===== src/rtl/seg_xlate.sv =====
module seg_xlate #(
  parameter int NSEG = 4,
  localparam int SW = (NSEG > 1) ? $clog2(NSEG) : 1
) (
  input  logic          clk,
  input  logic          rst_n,
  input  logic [31:0]   gdt_base,
  input  logic [15:0]   gdt_limit,
  input  logic [31:0]   ldt_base,
  input  logic [15:0]   ldt_limit,
  input  logic          ld_valid,
  input  logic [SW-1:0] ld_seg,
  input  logic [15:0]   ld_sel,
  output logic          busy,
  output logic          ld_done,
  output logic [1:0]    ld_fault_code,
  output logic          mem_req_valid,
  input  logic          mem_req_ready,
  output logic [31:0]   mem_req_addr,
  input  logic          mem_rsp_valid,
  input  logic [31:0]   mem_rsp_data,
  input  logic [SW-1:0] acc_seg,
  input  logic [31:0]   acc_off,
  input  logic [1:0]    acc_len_m1,
  input  logic          acc_valid,
  output logic [31:0]   lin_addr,
  output logic [1:0]    acc_fault_code,
  output logic [1:0]    acc_dpl,
  output logic [1:0]    acc_rpl,
  output logic          acc_accessed
);

  typedef enum logic [2:0] {S_IDLE, S_REQ0, S_RSP0, S_REQ1, S_RSP1} st_t;
  st_t st;

  logic [15:0]   c_sel  [NSEG];
  logic [31:0]   c_base [NSEG];
  logic [19:0]   c_lim  [NSEG];
  logic          c_g    [NSEG];
  logic [1:0]    c_dpl  [NSEG];
  logic          c_acc  [NSEG];
  logic          c_ok   [NSEG];

  logic [SW-1:0] tgt_seg;
  logic [15:0]   tgt_sel;
  logic [31:0]   dsc_addr;
  logic [31:0]   w0;
  logic          done_q;
  logic [1:0]    code_q;

  wire [12:0] ld_idx   = ld_sel[15:3];
  wire        ld_ti    = ld_sel[2];
  wire [31:0] tbl_base = ld_ti ? ldt_base : gdt_base;
  wire [15:0] tbl_lim  = ld_ti ? ldt_limit : gdt_limit;
  wire        ld_null  = (ld_idx == 13'd0) && !ld_ti;
  wire        ld_over  = {ld_idx, 3'b111} > tbl_lim;

  wire unused_bits = &{1'b0, mem_rsp_data[22:20], mem_rsp_data[12], mem_rsp_data[11:9]};

  assign busy          = (st != S_IDLE);
  assign mem_req_valid = (st == S_REQ0) || (st == S_REQ1);
  assign mem_req_addr  = dsc_addr + ((st == S_REQ1) ? 32'd4 : 32'd0);
  assign ld_done       = done_q;
  assign ld_fault_code = code_q;

  wire [31:0] eff_lim = c_g[acc_seg] ? {c_lim[acc_seg], 12'hFFF} : {12'h000, c_lim[acc_seg]};
  wire [32:0] acc_end = {1'b0, acc_off} + {31'd0, acc_len_m1};

  assign acc_fault_code = !c_ok[acc_seg] ? 2'd2 : (acc_end > {1'b0, eff_lim}) ? 2'd1 : 2'd0;
  assign lin_addr       = c_base[acc_seg] + acc_off;
  assign acc_dpl        = c_dpl[acc_seg];
  assign acc_rpl        = c_sel[acc_seg][1:0];
  assign acc_accessed   = c_acc[acc_seg];

  always_ff @(posedge clk or negedge rst_n) begin
    if (!rst_n) begin
      st       <= S_IDLE;
      tgt_seg  <= '0;
      tgt_sel  <= '0;
      dsc_addr <= '0;
      w0       <= '0;
      done_q   <= 1'b0;
      code_q   <= 2'd0;
      for (int i = 0; i < NSEG; i++) begin
        c_sel[i]  <= '0;
        c_base[i] <= '0;
        c_lim[i]  <= '0;
        c_g[i]    <= 1'b0;
        c_dpl[i]  <= '0;
        c_acc[i]  <= 1'b0;
        c_ok[i]   <= 1'b0;
      end
    end else begin
      done_q <= 1'b0;
      code_q <= 2'd0;
      if (acc_valid && acc_fault_code == 2'd0)
        c_acc[acc_seg] <= 1'b1;
      case (st)
        S_IDLE: if (ld_valid) begin
          if (ld_null) begin
            c_sel[ld_seg] <= ld_sel;
            c_ok[ld_seg]  <= 1'b0;
            done_q        <= 1'b1;
          end else if (ld_over) begin
            done_q <= 1'b1;
            code_q <= 2'd1;
          end else begin
            tgt_seg  <= ld_seg;
            tgt_sel  <= ld_sel;
            dsc_addr <= tbl_base + {16'd0, ld_idx, 3'b000};
            st       <= S_REQ0;
          end
        end
        S_REQ0: if (mem_req_ready) st <= S_RSP0;
        S_RSP0: if (mem_rsp_valid) begin
          w0 <= mem_rsp_data;
          st <= S_REQ1;
        end
        S_REQ1: if (mem_req_ready) st <= S_RSP1;
        S_RSP1: if (mem_rsp_valid) begin
          st     <= S_IDLE;
          done_q <= 1'b1;
          if (!mem_rsp_data[15]) begin
            code_q <= 2'd2;
          end else begin
            c_sel[tgt_seg]  <= tgt_sel;
            c_base[tgt_seg] <= {mem_rsp_data[31:24], mem_rsp_data[7:0], w0[31:16]};
            c_lim[tgt_seg]  <= {mem_rsp_data[19:16], w0[15:0]};
            c_g[tgt_seg]    <= mem_rsp_data[23];
            c_dpl[tgt_seg]  <= mem_rsp_data[14:13];
            c_acc[tgt_seg]  <= mem_rsp_data[8];
            c_ok[tgt_seg]   <= 1'b1;
          end
        end
        default: st <= S_IDLE;
      endcase
    end
  end

endmodule


===== config.mk =====
export PLATFORM = sky130hd
export DESIGN_NAME = seg_xlate
export DESIGN_NICKNAME = d
export VERILOG_FILES = /design/src/rtl/seg_xlate.sv
export SDC_FILE = /design/constraint.sdc
export NUM_CORES = 1
export LEC_CHECK = 0
export CELL_PAD_IN_SITES_DETAIL_PLACEMENT = 1
export CELL_PAD_IN_SITES_GLOBAL_PLACEMENT = 1
export CORE_ASPECT_RATIO = 1.2
export CORE_MARGIN = 3
export CORE_UTILIZATION = 39
export DETAILED_ROUTE_END_ITERATION = 6
export HOLD_SLACK_MARGIN = 0.03
export PLACE_DENSITY_LB_ADDON = 0.12
export RECOVER_POWER = 25
export SYNTH_ARGS = -nofsm -noshare
export SYNTH_HDL_FRONTEND = slang
export SYNTH_SLANG_ARGS = --single-unit

===== constraint.sdc =====
create_clock -name clk -period 11.32 [get_ports clk]
set_clock_uncertainty 0.2 [all_clocks]
set_input_delay 1.698 -clock clk [delete_from_list [all_inputs] [get_ports clk]]
set_output_delay 1.698 -clock clk [all_outputs]
set_load 0.01 [all_outputs]

==> summary.txt <==
Outcome
  – Status: finished, violations left
  – Violated checks: max-capacitance violations, max-slew violations

Synthesis
  – Async SR Flop Fraction: 100%
  – Synth warn: 0
  – Largest cells by area after synthesis: dfrtp_1 42%, nand2_1 12%, mux4_2 7.2%
  – Gate Count Post-Synth: 1902
  – Flops & latches, synth: 310
  – Ys flop type: dfrtp_1
  – Cell taking the most area after synthesis: dfrtp_1
  – Synth Cell Area: 18400 um^2
  – Cell with the most instances after synthesis: nand2_1
  – Syn_nets: 2186
  – Top cell type's share of synthesized area: between 40% and 50%
  – Syn_area_per_cell: 9.69 um^2
  – EDFF count, synth: 0
  – Unique cell type count in the Yosys netlist: 70
  – Seq/Total Area, Yosys: a little over two fifths
  – Most frequent cells after synthesis: 586 x nand2_1, 310 x dfrtp_1, 106 x mux2_2

Flow run
  – Number of max-cap violations: 1

Timing
  – Max-slew headroom: -310%
  – Hold Fails Final Rpt: 0
  – Final slew viol count: 111
  – Min Clock Period, post-route: about 8 ns
  – RSZ-0062 raised after global routing: no
  – Final setup viols: 0
  – Setup_tns: 0 ns
  – Final cycle utilization of the critical path: 70.9%
  – Worst-Margin Slew: 6.15 ns
  – Fmax achieved: between 0.1 and 0.15 GHz

Critical path
  – CP peak stage delay: 0.55 ns
  – Setup crit end kind: output port
  – CP max FO: 9
  – Slowest stage cell, crit path: clkdlybuf4s50_1
  – Crit-path cells: clkdlybuf4s50_1, ha_1, fa_1, nand2_1, nor2_1, and4_1, nand2_1, xnor2_1, ha_1, and3_1, nand3_1, o21ai_0, a21oi_1, o31ai_1, mux2i_1, o21ai_0, and2_1, clkdlybuf4s50_1
  – Worst Setup Start Kind: primary input
  – Delay-heaviest family, CP: simple AND/OR/NAND/NOR gates
  – Crit Path Class: in -> out
  – Worst Path Buf+Inv: 2
  – Critical Path RT: 9.42 ns
  – Arrival time worst endpoint: 6.12 ns

GRT
  – Initial antenna violation count: 5
  – Tot GR Track Use: 22.9%
  – First-pass GRT wire length: around 90000 um
  – Vias in the first global route: roughly 16000
  – Total congestion overflow: 0
  – Largest net degree at the start of global routing: 139

Layout
  – Share of layout cells above drive strength 1: 12.0%
  – Sequential Area: 7760 um^2
  – Area growth, synth to finish: 23.7%
  – Fill count: 5212
  – Final net count: around 2400
  – Utilization after layout: 49.3%
  – Area used by multi-input combinational logic: 10300 um^2

Clocking
  – CTS tree: built
  – Post-CTS Hold Buffers: 0
  – Worst-Skew Late Latency: roughly 0.53 ns
  – Reg clk slew, reported paths: 0.06 ns
  – Clock Path Buffers: 3
  – CTS root buffer: clkbuf_16
  – Postcts setup bufs: 0
  – Num Clock Sinks: 310
  – Cts repair resizes: 0
  – TritonCTS buffer count: 36
  – H-tree levels: 2

Drt
  – WL per Instance: slightly above 20 um
  – Vias/cell: 5.39
  – Uppermost layer routed: met5
  – WL final: 57500 um
  – Met3 Routed Length: 3150 um
  – Iter 0 DRT Violations: 537
  – DR pass1 iterations: 5
  – Vias: ~15000
  – Final ANT Viol Nets: 0
  – Wire length on met2: 29500 um
  – Residual DRC: 0
  – DRT met1 WL: 23700 um

Power and ir drop
  – P_leak: 10.7 nW
  – VDD IR-drop max: 0.0937 mV
  – Pwr dens: just over 200 nW/um^2

Worst hold path
  – Hold Path Class: reg -> reg

Place
  – DP Wirelength: 40500 um
  – I/O Buffers: 263
  – Gpl congestion: 0.887

Floorplan
  – Placement row count: 86
  – Number of top-level pins: 264
  – Die Span Y: roughly 240 um
  – CORE AREA: between 40000 and 50000 um^2
  – Die area: about 50000 um^2
  – DIE WIDTH: 204 um
  – Initial Util: 39.8%
-- cell families after synthesis --
family                     synth area share, %
adders and majority gates                 6.64
xor gates and xnor gates                  5.32
buffers and inverters                     2.44
muxes                                     16.3
AOI/OAI and AO/OA                         7.67
and+or+nand+nor                           19.5
DFF                                       42.1
-- final cells by class --
class | instances | share of cell area, %
tap | 616 | 3.38
inverter | 24 | 0.395
sequential | 310 | 34.0
clock buffer | 53 | 4.77
antenna | 1 | 0.0110
timing repair buffer | 276 | 11.9
multi-input combinational | 1479 | 45.0
clock inverter | 8 | 0.456
-- layer usage --
layer | track usage [%] | vias up
met5 | 0 | -
met1 | 27.8 | 7491
met2 | 41.8 | 318
met3 | 4.58 | 66
met4 | 5.00 | 8
li1 | - | 7023
-- path summary, 6_finish.rpt --
| kind | startpoint | endpoint | slack [ns] | cells past startpoint |
|---|---|---|---|---|
| max | acc_off[0] | acc_fault_code[0] | 3.30 | 18 |
| min | c_lim[52] | c_lim[52] | 0.27 | 2 |
| max reg2reg | c_g[1] | c_acc[3] | 7.69 | 11 |
| min reg2reg | c_lim[52] | c_lim[52] | 0.27 | 2 |
| max in group asynchronous | rst_n | dsc_addr[25] | 4.22 | 1 |
| min in group asynchronous | rst_n | st[1] | 3.19 | 1 |
-- registers in the layout (all words and copies together) (netlist names) --
name / cells
c_lim: 80
tgt_sel: 2
c_acc: 4
c_ok: 4
ld_done: 1
tgt_seg: 2
c_dpl: 8
c_sel: 8
c_g: 4
st: 3
w0: 32
c_base: 128
dsc_addr: 32
ld_fault_code: 2
-- cells in the final DEF, fill, tap and decap left out, drive strengths merged, types with 49 or more instances in the layout --
master and count:
nand2 586, nand3 49, dfrtp 310, clkbuf 54
mux4 59, xnor2 74, nor2 73, clkdlybuf4s50 257
o21ai 80, ha 93, mux2 110
-- report_power, final --
part | internal [mW] | leakage [nW] | total [mW] | switching [mW]
clock network | 0.710 | 0.585 | 1.18 | 0.469
registers | 1.48 | 4.16 | 1.79 | 0.310
logic | 0.876 | 6.01 | 1.68 | 0.802
total | 3.07 | 10.7 | 4.65 | 1.58
-- through the flow --
step / area, um^2 / cells / power, mW / hold WS, ns / setup WS, ns
final: 22800 / 2767 / 4.65 / 0.272 / 3.30
after CTS: 22800 / 2766 / 4.71 / 0.274 / 3.29
after global routing: 22800 / 2767 / 4.96 / 0.290 / 2.95
after global placement: 21600 / 2705 / 3.43 / 0.253 / 3.34
after floorplan: 18400 / 1902 / 2.74 / 0.240 / 3.66
after detailed placement: 21600 / 2705 / 3.50 / 0.259 / 3.30
-- worst min-delay path, delay by kind of cell, from the launching register on --
kind / cells / cell delay (ns)
DFF: 1 / 0.34
and+or+nand+nor: 2 / 0.10
(Power assumes the default switching activity.)
